===== config.mk =====
export PLATFORM = sky130hd
export DESIGN_NAME = tft_strobe_gen
export DESIGN_NICKNAME = d
export VERILOG_FILES = /design/src/rtl/tft_tg_pkg.sv /design/src/rtl/tft_pwm_counter.sv /design/src/rtl/tft_start_seq.sv /design/src/rtl/tft_strobe_gen.sv
export SDC_FILE = /design/constraint.sdc
export NUM_CORES = 1
export LEC_CHECK = 0
export BUFFER_PORTS_ARGS = -buffer_cell sky130_fd_sc_hd__buf_2
export CORE_ASPECT_RATIO = 2
export CORE_MARGIN = 4
export CORE_UTILIZATION = 55
export CTS_BUF_LIST = sky130_fd_sc_hd__clkbuf_16
export DETAILED_ROUTE_END_ITERATION = 12
export HOLD_SLACK_MARGIN = 0.15
export PLACE_DENSITY = 0.71
export SLEW_MARGIN = 0
export SYNTH_ARGS = -nofsm -noshare
export SYNTH_HDL_FRONTEND = slang
export SYNTH_SLANG_ARGS = --single-unit

===== constraint.sdc =====
create_clock -name clk -period 1.6 [get_ports clk]
set_input_delay 0.24 -clock clk [delete_from_list [all_inputs] [get_ports clk]]
set_output_delay 0.24 -clock clk [all_outputs]
set_load 0.1 [all_outputs]

===== src/rtl/tft_tg_pkg.sv =====
// Shared types and helpers for the TFT strobe timing generator.
// Assumes integer pixel clock, frame rate and line counts.
package tft_tg_pkg;

    localparam int NUM_STROBES = 5;

    // Channel indices into the counter bank.
    localparam int CH_REV   = 0;
    localparam int CH_LINE  = 1;
    localparam int CH_HST   = 2;
    localparam int CH_VST   = 3;
    localparam int CH_POL   = 4;

    typedef enum logic [1:0] {
        SEQ_IDLE = 2'd0,
        SEQ_REV  = 2'd1,
        SEQ_LINE = 2'd2,
        SEQ_ALL  = 2'd3
    } seq_state_t;

    // Enabled cycles per line: rate / frames / total lines, truncated.
    function automatic int calc_line_clks(input int hz, input int fps, input int lines);
        return (hz / fps) / lines;
    endfunction

endpackage


===== src/rtl/tft_pwm_counter.sv =====
// One period/width strobe counter.
// Counts 0..PERIOD-1 on enabled cycles while en_i is high and stop_i is low.
// The strobe is asserted while count < WIDTH. ACTIVE_LOW inverts the level.
// When the counter is not enabled, the strobe rests at its inactive level.
// Assumes 1 <= WIDTH < PERIOD and PERIOD < 2**CNT_W.
module tft_pwm_counter #(
    parameter int PERIOD     = 16,
    parameter int WIDTH      = 1,
    parameter bit ACTIVE_LOW = 1'b0,
    parameter int CNT_W      = 8
) (
    input  logic             clk,
    input  logic             rst_n,
    input  logic             en_i,
    input  logic             stop_i,
    input  logic             tick_i,
    output logic [CNT_W-1:0] cnt_o,
    output logic             strobe_o
);

    localparam logic [CNT_W-1:0] LAST_C  = CNT_W'(PERIOD - 1);
    localparam logic [CNT_W-1:0] WIDTH_C = CNT_W'(WIDTH);

    logic [CNT_W-1:0] cnt_q;

    // Advance the count on enabled ticks, wrap at the period, clear when stopped.
    always_ff @(posedge clk) begin
        if (!rst_n) begin
            cnt_q <= '0;
        end else if (stop_i || !en_i) begin
            cnt_q <= '0;
        end else if (tick_i) begin
            cnt_q <= (cnt_q == LAST_C) ? '0 : cnt_q + 1'b1;
        end
    end

    // Decode the strobe level from the count and the polarity.
    always_comb begin
        if (en_i) strobe_o = (cnt_q < WIDTH_C) ^ ACTIVE_LOW;
        else      strobe_o = ACTIVE_LOW;
    end

    assign cnt_o = cnt_q;

    // The count never leaves its period.
    assert_in_period_R2: assert property (@(posedge clk) disable iff (!rst_n)
        cnt_q <= LAST_C);

    // A running counter holds while the pixel enable is low.
    assert_hold_no_tick_R7: assert property (@(posedge clk) disable iff (!rst_n)
        (en_i && !stop_i && !tick_i) |=> $stable(cnt_q));

    // A stop request clears the count on the next edge.
    assert_stop_clears_R11: assert property (@(posedge clk) disable iff (!rst_n)
        stop_i |=> (cnt_q == '0));

endmodule


===== src/rtl/tft_start_seq.sv =====
// Start sequencer: releases the counter groups in a fixed order.
// Idle -> reversal only -> add the line counter -> add the final group.
// Each step is gated on a count threshold of the group that started before it.
// A low run returns the sequencer to idle in one edge.
module tft_start_seq
    import tft_tg_pkg::*;
#(
    parameter int CNT_W       = 8,
    parameter int REV_THRESH  = 11,
    parameter int LINE_THRESH = 3
) (
    input  logic             clk,
    input  logic             rst_n,
    input  logic             run_i,
    input  logic [CNT_W-1:0] rev_cnt_i,
    input  logic [CNT_W-1:0] line_cnt_i,
    output logic             en_rev_o,
    output logic             en_line_o,
    output logic             en_grp_o,
    output logic             done_o
);

    localparam logic [CNT_W-1:0] REV_T_C  = CNT_W'(REV_THRESH);
    localparam logic [CNT_W-1:0] LINE_T_C = CNT_W'(LINE_THRESH);

    seq_state_t state_q, state_d;

    // Choose the next release step from the current counts.
    always_comb begin
        state_d = state_q;
        if (!run_i) begin
            state_d = SEQ_IDLE;
        end else begin
            unique case (state_q)
                SEQ_IDLE: state_d = SEQ_REV;
                SEQ_REV:  if (rev_cnt_i > REV_T_C)    state_d = SEQ_LINE;
                SEQ_LINE: if (line_cnt_i >= LINE_T_C) state_d = SEQ_ALL;
                SEQ_ALL:  state_d = SEQ_ALL;
                default:  state_d = SEQ_IDLE;
            endcase
        end
    end

    // Register the sequencing step.
    always_ff @(posedge clk) begin
        if (!rst_n) state_q <= SEQ_IDLE;
        else        state_q <= state_d;
    end

    // Decode the per-group enables from the step.
    assign en_rev_o  = (state_q != SEQ_IDLE);
    assign en_line_o = (state_q == SEQ_LINE) || (state_q == SEQ_ALL);
    assign en_grp_o  = (state_q == SEQ_ALL);
    assign done_o    = en_grp_o;

    // The reversal counter starts alone.
    assert_rev_first_R8: assert property (@(posedge clk) disable iff (!rst_n)
        $rose(en_rev_o) |-> (!en_line_o && !en_grp_o));

    // The line counter starts only after the reversal count passes its threshold.
    assert_line_gate_R9: assert property (@(posedge clk) disable iff (!rst_n)
        $rose(en_line_o) |-> ($past(rev_cnt_i) > REV_T_C));

    // The last group starts only after the line count reaches its threshold.
    assert_grp_gate_R10: assert property (@(posedge clk) disable iff (!rst_n)
        $rose(en_grp_o) |-> ($past(line_cnt_i) >= LINE_T_C));

    // A low run drops everything on the next edge.
    assert_run_low_R11: assert property (@(posedge clk) disable iff (!rst_n)
        !run_i |=> (!done_o && !en_rev_o));

endmodule


===== src/rtl/tft_strobe_gen.sv =====
// Top: five strobe counters and their start sequencer.
// Derives the line and frame periods from the clock rate and the panel size.
// Channel 0 is reversal, 1 line pulse, 2 horizontal start, 3 vertical start,
// 4 polarity/clear (active low).
// Assumes ACTIVE_PIXELS + PIXEL_PAD < line period and REV_THRESH < 2 line periods.
module tft_strobe_gen
    import tft_tg_pkg::*;
#(
    parameter int PIX_CLK_HZ    = 6000000,
    parameter int FRAME_RATE    = 60,
    parameter int ACTIVE_LINES  = 320,
    parameter int BLANK_LINES   = 9,
    parameter int ACTIVE_PIXELS = 240,
    parameter int PIXEL_PAD     = 8,
    parameter int VSTART_LINES  = 2,
    parameter int REV_THRESH    = 11,
    parameter int LINE_THRESH   = 3
) (
    input  logic clk,
    input  logic rst_n,
    input  logic pix_en,
    input  logic run,
    output logic line_pulse_o,
    output logic vstart_o,
    output logic hstart_o,
    output logic polclr_n_o,
    output logic reversal_o,
    output logic cfg_done_o
);

    localparam int TOTAL_LINES = ACTIVE_LINES + BLANK_LINES;
    localparam int LINE_CLKS   = calc_line_clks(PIX_CLK_HZ, FRAME_RATE, TOTAL_LINES);
    localparam int FRAME_CLKS  = LINE_CLKS * TOTAL_LINES;
    localparam int CNT_W       = $clog2(FRAME_CLKS + 1);

    localparam int CH_PERIOD [NUM_STROBES] =
        '{2 * LINE_CLKS, LINE_CLKS, LINE_CLKS, FRAME_CLKS, LINE_CLKS};
    localparam int CH_WIDTH [NUM_STROBES] =
        '{LINE_CLKS, 1, 1, VSTART_LINES * LINE_CLKS, ACTIVE_PIXELS + PIXEL_PAD};
    localparam bit CH_LOW [NUM_STROBES] = '{1'b0, 1'b0, 1'b0, 1'b0, 1'b1};

    logic                   en_rev, en_line, en_grp, seq_done;
    logic [NUM_STROBES-1:0] ch_en;
    logic [NUM_STROBES-1:0] ch_strobe;
    logic [CNT_W-1:0]       ch_cnt [NUM_STROBES];

    // Map the group enables onto the channels.
    always_comb begin
        ch_en          = '0;
        ch_en[CH_REV]  = en_rev;
        ch_en[CH_LINE] = en_line;
        ch_en[CH_HST]  = en_grp;
        ch_en[CH_VST]  = en_grp;
        ch_en[CH_POL]  = en_grp;
    end

    tft_start_seq #(
        .CNT_W       (CNT_W),
        .REV_THRESH  (REV_THRESH),
        .LINE_THRESH (LINE_THRESH)
    ) u_seq (
        .clk        (clk),
        .rst_n      (rst_n),
        .run_i      (run),
        .rev_cnt_i  (ch_cnt[CH_REV]),
        .line_cnt_i (ch_cnt[CH_LINE]),
        .en_rev_o   (en_rev),
        .en_line_o  (en_line),
        .en_grp_o   (en_grp),
        .done_o     (seq_done)
    );

    for (genvar g = 0; g < NUM_STROBES; g++) begin : g_ch
        tft_pwm_counter #(
            .PERIOD     (CH_PERIOD[g]),
            .WIDTH      (CH_WIDTH[g]),
            .ACTIVE_LOW (CH_LOW[g]),
            .CNT_W      (CNT_W)
        ) u_cnt (
            .clk      (clk),
            .rst_n    (rst_n),
            .en_i     (ch_en[g]),
            .stop_i   (!run),
            .tick_i   (pix_en),
            .cnt_o    (ch_cnt[g]),
            .strobe_o (ch_strobe[g])
        );
    end

    assign reversal_o   = ch_strobe[CH_REV];
    assign line_pulse_o = ch_strobe[CH_LINE];
    assign hstart_o     = ch_strobe[CH_HST];
    assign vstart_o     = ch_strobe[CH_VST];
    assign polclr_n_o   = ch_strobe[CH_POL];
    assign cfg_done_o   = seq_done;

    // Channels released together stay in lockstep.
    assert_grp_lockstep_R10: assert property (@(posedge clk) disable iff (!rst_n)
        ch_cnt[CH_HST] == ch_cnt[CH_POL]);

    // The vertical count keeps its line phase aligned with the horizontal count.
    assert_vst_phase_R3: assert property (@(posedge clk) disable iff (!rst_n)
        (ch_cnt[CH_VST] % CNT_W'(LINE_CLKS)) == ch_cnt[CH_HST]);

    // Done implies the polarity/clear channel is running.
    assert_done_running_R10: assert property (@(posedge clk) disable iff (!rst_n)
        cfg_done_o |-> ch_en[CH_POL]);

endmodule


==> summary.md <==
| Metric | Value |
|---|---|
| CP peak stage delay | `roughly 0.36 ns` |
| Pleak | `about 1.8 nW` |
| Clk sinks | `87` |
| Syn Inst Count | `between 500 and 600` |
| First-pass GRT wire length | `around 17,000 um` |
| Worst-path fanout max | `2` |
| Worst R2R Start | `g_ch[1].u_cnt.cnt_o[6]` |
| Ports | `10` |
| Routed Antenna Nets | `0` |
| GRT Total Usage | `around 22%` |
| Syn-to-layout area delta | `31.12%` |
| Vias in the first global route | `3,832` |
| Type of the worst min-delay path | `input port to flip-flop` |
| Starting density of the core | `~57%` |
| Critical path launch point type | `flip-flop` |
| Reg2Reg Setup Slack | `~0.030 ns` |
| WHS Path Cells | `3` |
| Mapped Nets | `roughly 530` |
| Mean area per synthesized cell | `about 8.5 um^2` |
| Setup Skew | `0.006571 ns` |
| Drt first-iter violations | `170` |
| I/O Buffers | `9` |
| R2R depth | `6` |
| WS Path Type | `flip-flop to primary output` |
| Worst path slowest cell | `a2111oi_4` |
| Core Area | `roughly 0.0077 mm^2` |
| Number of vias per cell | `about 5.7` |
| Final Hold Fails | `0` |
| Synthesis Warnings | `0` |
| Cell row count | `45` |
| CP Cell Sequence | `a41o_1 > a211o_1 > a2111oi_4 > buf_12` |
| Post-synth EDFFs | `0` |
| Vias | `3,927` |
| Die span in x | `slightly above 70 um` |
| Critical path data required time | `1.36 ns` |
| Failing checks | `setup timing` |
| Sequential element share of the synthesized area | `40.03%` |
| Clk_lat worst skew | `around 0.34 ns` |
| Share of post-route cells with drive strength above 1 | `around 29%` |
| RR Endpoint | `g_ch[1].u_cnt.cnt_o[14]` |
| Die Y | `133.8 um` |
| Ys async rst share | `0%` |
| Buf/Inv on CP | `1` |
| Slew Limit Fails | `0` |
| Worst-path clk slew | `about 0.060 ns` |
| Placer Congestion | `0.8297` |
| CTS Buf Count | `9` |
| Register area | `approximately 0.0018 mm^2` |
| Worst Hold Launch | `rst_n` |
| WL final | `10,810 um` |
| Worst slew pin tran | `approximately 0.40 ns` |
| NumNets Final | `~600` |
| ANT cells | `0` |
| Period utilization | `125.1%` |
| WL per Instance | `15.76 um` |
| Htree depth | `3` |
| Multi-input logic area | `approximately 0.0027 mm^2` |
| Grt ovf | `0` |
| Worst vdd ir | `just under 0.7 mV` |
| Fmax | `~500 MHz` |
| Outcome | `finished, violations left` |
| Number of antenna violations at the first check in global routing | `0` |
| Die area | `approximately 0.0095 mm^2` |
| CTS tree | `done` |
| First-pass DRT Iterations | `4` |
| Filler cells | `around 570` |
| Final cell count without fillers | `686` |
| Slew HR | `between 70% and 80%` |
| Placement Setup Slack | `-0.09380 ns` |
| Dpl hpwl | `7431 um` |
| # DRC | `0` |
| Pwr per Cell Area | `roughly 750 mW/mm^2` |
| Synth Register Bits | `a little under 90` |
| Crit. End Element | `primary output` |
| CP Launch Point | `g_ch[0].u_cnt.cnt_o[3]` |
| Max clock buf depth | `2` |
| Distinct cell type count after synthesis | `39` |
| CTS Root Cell | `clkbuf_16` |
| Hold EP | `u_seq.state_q[0]` |
| WP data arrival | `~1.8 ns` |
| Fin crit period | `roughly 2 ns` |
| Primary FF master, synth | `dfxtp_1` |
| Setup ws final | `-0.4023 ns` |
| Unrepaired setup endpoints after global routing | `yes` |
| Cell Area, Synth | `around 0.0044 mm^2` |
| # Max-Cap Violations | `0` |
| Largest net degree at the start of global routing | `17` |
| CP delay by family, top | `compound AO/OA/AOI/OAI gates` |
| # placed instances | `roughly 660` |
| Final setup fails | `5` |
-- cell usage in the layout (no fill, tap or decap), types with 3 or more instances in the layout --
master	instances
a211oi_1	6
and3_1	5
buf_12	7
buf_2	3
buf_4	63
buf_6	11
clkbuf_16	9
clkinv_4	3
clkinvlp_4	3
dfxtp_1	67
dfxtp_2	19
ha_1	8
inv_1	14
nand2_1	32
nand3_1	21
nand3_2	4
nand4_1	33
nor2_1	102
nor3_1	20
nor3_2	3
nor4_1	15
nor4_2	19
nor4_4	5
o31ai_4	4
or3_1	3
xnor2_1	63
xor2_1	15
-- power breakdown --
part / switching (mW) / total (mW) / internal [mW]
Combinational: 0.105 / 0.177 / 0.0716
Sequential: 0.00600 / 2.18 / 2.17
Clock: 0.868 / 1.92 / 1.05
Total: 0.979 / 4.27 / 3.29
-- routing by layer --
layer  share of wire, %  wire, um  track usage, %  vias up
met3                2.5       267           5.251       22
met5                  0         0               0        -
met4                2.6       282           10.56        0
met2                 58      6221           42.14       63
met1                 37      4041           22.13     1898
li1                   -         -               -     1944
-- cell usage after synthesis (4+ instances only) --
library cell / number / area share (%)
o31ai_4: 4 / 2.0
buf_2: 9 / 1.0
nor2_1: 103 / 8.9
xnor2_1: 63 / 13
nand2_1: 34 / 2.9
nand4_1: 33 / 4.7
dfxtp_1: 87 / 40
ha_1: 10 / 2.9
nor4_1: 38 / 5.5
nor3_1: 23 / 2.6
a211oi_1: 6 / 1.0
and3_1: 6 / 0.86
xor2_1: 15 / 3.0
inv_1: 15 / 1.3
nand3_1: 24 / 2.8
-- area by class of cell --
type / count / area share, %
Clock buffer: 9 / 3.948
Clock inverter: 7 / 0.8774
Inverter: 15 / 1.053
Multi-Input combinational cell: 389 / 47.60
Sequential cell: 87 / 31.02
Tap cell: 94 / 2.062
Timing Repair Buffer: 85 / 13.45
-- worst max path at each step --
stage	end	slack [ns]	depth (start not counted)
after floorplan	reversal_o	-0.68	4
final	reversal_o	-0.40	4
after detailed placement	polclr_n_o	-0.09	4
after global placement	polclr_n_o	-0.15	4
after CTS	reversal_o	-0.43	4
after global routing	reversal_o	-0.48	4
-- logic make-up (layout without fill, tap and decap cells) --
logic type               after synthesis  in the layout  synth area share, %
AND/OR/NAND/NOR                      278            278                31.95
AO/OA/AOI/OAI                         23             23                5.292
XOR/XNOR                              78             78                15.70
buffers and inverters                 35            116                4.141
flip-flops                            87             87                40.03
adder cells (fa/ha/maj)               10             10                2.876
-- registers in the layout, summed over array words and instances (netlist names) --
| signal | flops |
|---|---|
| u_seq.state_q | 2 |
| g_ch.u_cnt.cnt_o | 85 |
-- tightest hold or removal path, delay by kind of cell --
kind	cells	cell delay (ns)
AO/OA/AOI/OAI	1	0.07
AND/OR/NAND/NOR	1	0.06
buffers and inverters	1	0.11
-- metrics by stage --
step	hold WS, ns	power [mW]	setup TNS (ns)	utilization [%]	cell area (um^2)
final	0.1855	4.270	-1.287	74.49	5704
after global routing	0.2063	4.437	-2.212	74.49	5704
after CTS	0.1709	4.307	-1.406	71.37	5465
after detailed placement	0.5117	2.397	-0.2279	66.50	5092
after global placement	0.4961	2.394	-0.1965	66.50	5092
after floorplan	0.3942	2.338	-1.282	-	4467
-- timing repair --
action	CTS	global route
setup buffers	2	2
gates cloned	0	2
resized for setup	22	49
endpoints found under the setup margin	8	70
hold buffers	0	0
pin swaps	6	17
Note: power is estimated with default switching activity, not from simulation.
